<file path="src/rtl/hazard_pkg.sv">
package hazard_pkg;

  typedef enum logic [1:0] {
    FWD_RF  = 2'b00,
    FWD_MEM = 2'b01,
    FWD_WB  = 2'b10
  } fwdSrc_e;

  // strobes from control to the bypass datapath
  typedef struct packed {
    logic memProducer;
    logic wbProducer;
  } hzStrobe_t;

endpackage

</file>
<file path="src/rtl/hazard_ctrl.sv">
module hazard_ctrl
  import hazard_pkg::*;
#(
  parameter int REG_AW  = 5,
  parameter int NUM_SRC = 2
) (
  input  logic [REG_AW-1:0] decSrc [NUM_SRC],
  input  logic [REG_AW-1:0] exDst,
  input  logic              exWrite,
  input  logic              exLoad,
  input  logic [REG_AW-1:0] memDst,
  input  logic              memWrite,
  input  logic              memLoad,
  input  logic              memStore,
  input  logic [REG_AW-1:0] wbDst,
  input  logic              wbWrite,
  output hzStrobe_t         strobe,
  output logic              stallReq
);

  localparam logic [REG_AW-1:0] ZERO_REG = '0;

  logic             loadProducer;
  logic [NUM_SRC-1:0] srcHit;
  logic             loadUse;
  logic             portBusy;

  assign loadProducer = exLoad && exWrite && (exDst != ZERO_REG);

  for (genvar s = 0; s < NUM_SRC; s++) begin : g_src
    assign srcHit[s] = loadProducer && (decSrc[s] == exDst);
  end

  assign loadUse  = |srcHit;
  assign portBusy = memLoad || memStore;
  assign stallReq = loadUse || portBusy;

  always_comb begin
    strobe             = '0;
    strobe.memProducer = memWrite && (memDst != ZERO_REG);
    strobe.wbProducer  = wbWrite && (wbDst != ZERO_REG);
  end

endmodule

</file>
<file path="src/rtl/hazard_bypass.sv">
module hazard_bypass
  import hazard_pkg::*;
#(
  parameter int REG_AW  = 5,
  parameter int NUM_SRC = 2
) (
  input  logic [REG_AW-1:0] exSrc [NUM_SRC],
  input  logic [REG_AW-1:0] memDst,
  input  logic [REG_AW-1:0] wbDst,
  input  hzStrobe_t         strobe,
  output fwdSrc_e           sel [NUM_SRC]
);

  for (genvar s = 0; s < NUM_SRC; s++) begin : g_op
    logic memMatch;
    logic wbMatch;
    assign memMatch = strobe.memProducer && (exSrc[s] == memDst);
    assign wbMatch  = strobe.wbProducer && (exSrc[s] == wbDst);
    always_comb begin
      if (memMatch)     sel[s] = FWD_MEM;
      else if (wbMatch) sel[s] = FWD_WB;
      else              sel[s] = FWD_RF;
    end
  end

endmodule

</file>
<file path="src/rtl/hazard_unit.sv">
module hazard_unit
  import hazard_pkg::*;
#(
  parameter int REG_AW = 5
) (
  input  logic [REG_AW-1:0] decSrcA,
  input  logic [REG_AW-1:0] decSrcB,
  input  logic [REG_AW-1:0] exSrcA,
  input  logic [REG_AW-1:0] exSrcB,
  input  logic [REG_AW-1:0] exDst,
  input  logic              exWrite,
  input  logic              exLoad,
  input  logic [REG_AW-1:0] memDst,
  input  logic              memWrite,
  input  logic              memLoad,
  input  logic              memStore,
  input  logic [REG_AW-1:0] wbDst,
  input  logic              wbWrite,
  output logic [1:0]        selA,
  output logic [1:0]        selB,
  output logic              holdFront,
  output logic              bubbleEx
);

  localparam int NUM_SRC = 2;

  logic [REG_AW-1:0] decSrc [NUM_SRC];
  logic [REG_AW-1:0] exSrc  [NUM_SRC];
  fwdSrc_e           sel    [NUM_SRC];
  hzStrobe_t         strobe;
  logic              stallReq;

  assign decSrc[0] = decSrcA;
  assign decSrc[1] = decSrcB;
  assign exSrc[0]  = exSrcA;
  assign exSrc[1]  = exSrcB;

  hazard_ctrl #(.REG_AW(REG_AW), .NUM_SRC(NUM_SRC)) u_ctrl (
    .decSrc   (decSrc),
    .exDst    (exDst),
    .exWrite  (exWrite),
    .exLoad   (exLoad),
    .memDst   (memDst),
    .memWrite (memWrite),
    .memLoad  (memLoad),
    .memStore (memStore),
    .wbDst    (wbDst),
    .wbWrite  (wbWrite),
    .strobe   (strobe),
    .stallReq (stallReq)
  );

  hazard_bypass #(.REG_AW(REG_AW), .NUM_SRC(NUM_SRC)) u_bypass (
    .exSrc  (exSrc),
    .memDst (memDst),
    .wbDst  (wbDst),
    .strobe (strobe),
    .sel    (sel)
  );

  assign selA      = sel[0];
  assign selB      = sel[1];
  assign holdFront = stallReq;
  assign bubbleEx  = stallReq;

endmodule

</file>
<file path="config.mk">
export PLATFORM = sky130hd
export DESIGN_NAME = hazard_unit
export DESIGN_NICKNAME = d
export VERILOG_FILES = /design/src/rtl/hazard_pkg.sv /design/src/rtl/hazard_ctrl.sv /design/src/rtl/hazard_bypass.sv /design/src/rtl/hazard_unit.sv
export SDC_FILE = /design/constraint.sdc
export NUM_CORES = 1
export LEC_CHECK = 0
export BUFFER_PORTS_ARGS = -buffer_cell sky130_fd_sc_hd__buf_2
export CORE_AREA = 4 4 41 43
export DETAILED_ROUTE_END_ITERATION = 10
export DIE_AREA = 0 0 45 47
export MAX_ROUTING_LAYER = met4
export PLACE_DENSITY = 0.85
export SETUP_SLACK_MARGIN = 0.5
export SLEW_MARGIN = 20
export SYNTH_ARGS = -nofsm -noshare
export SYNTH_HDL_FRONTEND = slang
export SYNTH_SLANG_ARGS = --single-unit
</file>
<file path="constraint.sdc">
create_clock -name vclk -period 1.9
set_input_delay 0.095 -clock vclk [all_inputs]
set_output_delay 0.095 -clock vclk [all_outputs]
set_load 0.02 [all_outputs]
</file>
---- Word level (Yosys, flattened, before mapping) ----
Index checks and enable logic that the tools add are counted.
W data, S select, Z words.
word-level totals
  bits in read-only memories .............. 0
  output and inout bits ................... 6
  bits in writable memories ............... 0
  bits in latches ......................... 0
  memories ................................ 0
  input port bits ......................... 41
  word-level logic and storage cells ...... 26
  register bits ........................... 0
operators by class
  bitwise logic cells ..................... 0
  divide/modulo/power cells ............... 0
  multiplexer cells ....................... 4
  shift-type cells ........................ 0
  $mul .................................... 0
  equality and inequality tests ........... 6
  add/subtract/negate cells ............... 0
  $lt $le $gt $ge ......................... 0
  reductions and logical operators ........ 16
operator list
  cell                 count
  $eq A5 B5 Y1         6
  $reduce_bool A5 Y1   3
  $logic_and A1 B1 Y1  10
  $mux W2              4
  $logic_or A1 B1 Y1   2
  $reduce_or A2 Y1     1

---- Longest topological paths before layout ----
  depth in word-level cells ............... 5
  depth in mapped cells ................... 5

---- Cells and area by module ----
A second synthesis with hierarchy kept.
second synthesis, totals
  cell total of the unflattened synthesis .. 56
  area, all modules ....................... 447.9 sq um
by module, submodules not included
  module         times used  area each (sq um)  cells each  sequential area each (sq um)
  hazard_bypass  1           265.3              32          0.0
  hazard_ctrl    1           175.2              23          0.0
  hazard_unit    1           7.5                1           0.0

---- Worst setup path after synthesis ----
OpenSTA, ideal clock, no wires.
  path type ............................... input to output
  start point ............................. in memDst[4]
  end point ............................... out selA[1]
  slack ................................... 0.448 ns
  buffers on the path ..................... 0
  stages .................................. 4
  arrival ................................. 1.357 ns
  cells stage by stage .................... or4_1 > o21ai_2 > nor4_1 > nor4_2
on the way
  word-level cells in the longest chain between the ends .. 4
  elaborated cells between the ends (all ways) .. 5
  classes of those cells .................. eq/ne (1); mux (1); reduce/logical (3)
ends and longest elaborated chain
  item                           RTL line             text
  start, declared                hazard_unit.sv:13    input logic [REG_AW-1:0] memDst,
  $reduce_bool A5 Y1             hazard_ctrl.sv:40    strobe.memProducer = memWrite && (memDst != ZERO_REG);
  $logic_and A1 B1 Y1            hazard_ctrl.sv:40
  $logic_and A1 B1 Y1 *          hazard_bypass.sv:17  assign memMatch = strobe.memProducer && (exSrc[s] == memDst);
  net u_bypass.g_op[0].memMatch  hazard_bypass.sv:15  logic memMatch;
  $mux W2 *                      hazard_bypass.sv:20  if (memMatch) sel[s] = FWD_MEM;
  end, declared                  hazard_unit.sv:19    output logic [1:0] selA,
The timed path passes the listed nets; every way through them passes the cells marked *.

---- Worst setup path in the final report ----
  start point ............................. in wbDst[2]
  end point ............................... out selA[1]
on the way
  word-level cells in the longest chain between the ends .. 5
  elaborated cells between the ends (all ways) .. 6
  classes of those cells .................. eq/ne (1); mux (2); reduce/logical (3)
ends and longest elaborated chain
  item                   RTL line             text
  start, declared        hazard_unit.sv:17    input logic [REG_AW-1:0] wbDst,
  $reduce_bool A5 Y1     hazard_ctrl.sv:41    strobe.wbProducer = wbWrite && (wbDst != ZERO_REG);
  $logic_and A1 B1 Y1    hazard_ctrl.sv:41
  $logic_and A1 B1 Y1 *  hazard_bypass.sv:18  assign wbMatch = strobe.wbProducer && (exSrc[s] == wbDst);
  $mux W2 *              hazard_bypass.sv:21  else if (wbMatch) sel[s] = FWD_WB;
  $mux W2 *              hazard_bypass.sv:20
Every way passes the cells marked *; elsewhere a longest branch is shown, timed or not.

==> results.json <==
{
  "outcome": "completed",
  "antenna_cells": 0,
  "min_path_type": "primary input to output pin",
  "cap_viol_max_count": 0,
  "seq_area_um2": 0,
  "wl_mm": 1.50,
  "netlist_instances": 54,
  "first_global_vias": 534,
  "required_ns": 1.80,
  "grt_first_pass_wirelength_mm": 2.17,
  "avgSynthCellArea_um2": 7.88,
  "critPathCaptureType": "output pin",
  "io_pins": 47,
  "critical_path_class": "primary input to output pin",
  "routed_via_density": 5.12,
  "ir_drop_v": 0.0000801,
  "syn_nets": 95,
  "post-cts-setup-buffers": 0,
  "clockBufferCount": 0,
  "dieArea_um2": 2120,
  "period_needed_ns": 1.51,
  "yosysUniqueCellTypes": 14,
  "n_fill_cell": 123,
  "setup_tns_ns": 0,
  "tightest_slew_ns": 0.440,
  "via_count": 579,
  "numSequentialCells": 0,
  "syn2layout_area_growth_pct": 70.6,
  "die_x_um": 45,
  "hold-worst-slack_ns": 0.560,
  "drt_drc_violations_left": 0,
  "wl_per_cell_um": 13.3,
  "antenna_left": 0,
  "gp_congestion": 0.857,
  "hpwl_mm": 1.31,
  "crit_path_max_fanout": 3,
  "grt_max_degree": 4,
  "row_count": 13,
  "netlist_top_cells_area": "xor2_1, xnor2_1, or4_1",
  "dr.pass1.iters": 4,
  "rsz0062_at_grt": "yes",
  "fin_util_pct": 55.8,
  "coreArea_um2": 1300,
  "syn_area_um2": 425,
  "arrival_ns": 1.42,
  "setup_violations": 0,
  "start_util_pct": 32.7,
  "track_usage_pct": 14.1,
  "fmax_mhz": 661,
  "grt_overflow": 0,
  "synth_top_area_cell": "xor2_1",
  "hold_viol_final": 0,
  "leakagePower_uw": 0.000345,
  "synth_top_cell_area_share_pct": 49.4,
  "critPathLaunchType": "primary input",
  "maxSlewHeadroom_pct": 70.4,
  "dr.first_iter.drc_count": 3,
  "synth_common_cells": "xor2_1, xnor2_1, or4_1",
  "ctsHoldBuffers": 0,
  "ys_warn_count": 0,
  "finalNetCount": 141,
  "drive_above_1_share_pct": 56.1,
  "power.density_nw_per_um2": 217,
  "yosysMostFrequentCell": "xor2_1",
  "antenna_found_initial": 0,
  "slew_violations": 0,
  "finalCritPeriodShare_pct": 79.6,
  "die_y_um": 47,
  "power_uw": 157,
  "yosysSeqAreaShare_pct": 0,
  "io_buffers": 47
}
==> cells by family (layout without fill, tap and decap cells) <==
kind of cell	count (synthesis)	after routing	share of synthesized area [%]
AO/OA/AOI/OAI	5	5	7.94
buffers and inverters	3	47	5.29
AND/OR/NAND/NOR	16	16	25.0
XOR/XNOR	30	30	61.8
==> critical path: stages <==
cell and delay (ns):
buf_2 0.12, or4_1 0.14, o21ai_2 0.06, or4_4 0.55, nor4_2 0.27, buf_4 0.18
==> layout by cell type (no fill, tap or decap), drive strengths merged <==
master,n
or4,5
nand3,2
xor2,24
nor3,2
buf,47
a22oi,1
o21ai,3
xnor2,6
nor4,4
nor2,3
o211ai,1
==> layer usage <==
layer / up-vias / global-route usage (%) / routed length (µm)
li1: 277 / - / -
met1: 248 / 13.3 / 484
met2: 50 / 31.1 / 726
met3: 4 / 0.766 / 254
met4: 0 / 1.75 / 33
met5: - / - / 0
==> power breakdown <==
| part | internal (µW) | leakage, µW | switching, µW |
|---|---|---|---|
| clock | 0 | 0 | 0 |
| combinational | 79.9 | 0.000345 | 77.4 |
| sequential | 0 | 0 | 0 |
==> per-stage QoR <==
step                      worst slack, ns  area (µm²)  cells
final                               0.388         726    113
after floorplan                     0.517         425     54
after detailed placement            0.376         657    113
after global placement              0.434         657    113
after CTS                           0.409         661    113
after global routing                0.357         726    113
==> final cells by class <==
type | count | area [µm²] | area share [%]
multi-input cells | 51 | 440 | 60.7
well taps | 15 | 18.8 | 2.59
repair buffers | 47 | 267 | 36.7
==> worst paths after layout <==
path                 start   endpoint  slack, ns  cells past startpoint
setup / recovery  wbDst[2]    selA[1]       0.39                      6
hold / removal    memStore  holdFront       0.56                      4
==> timing repair <==
item                                   4_1_cts  5_1_grt
pin swaps                                    1        2
setup endpoints to repair                    2        2
resized for setup                            1       16
endpoints found under the hold margin        0        0
(Power assumes the default switching activity.)
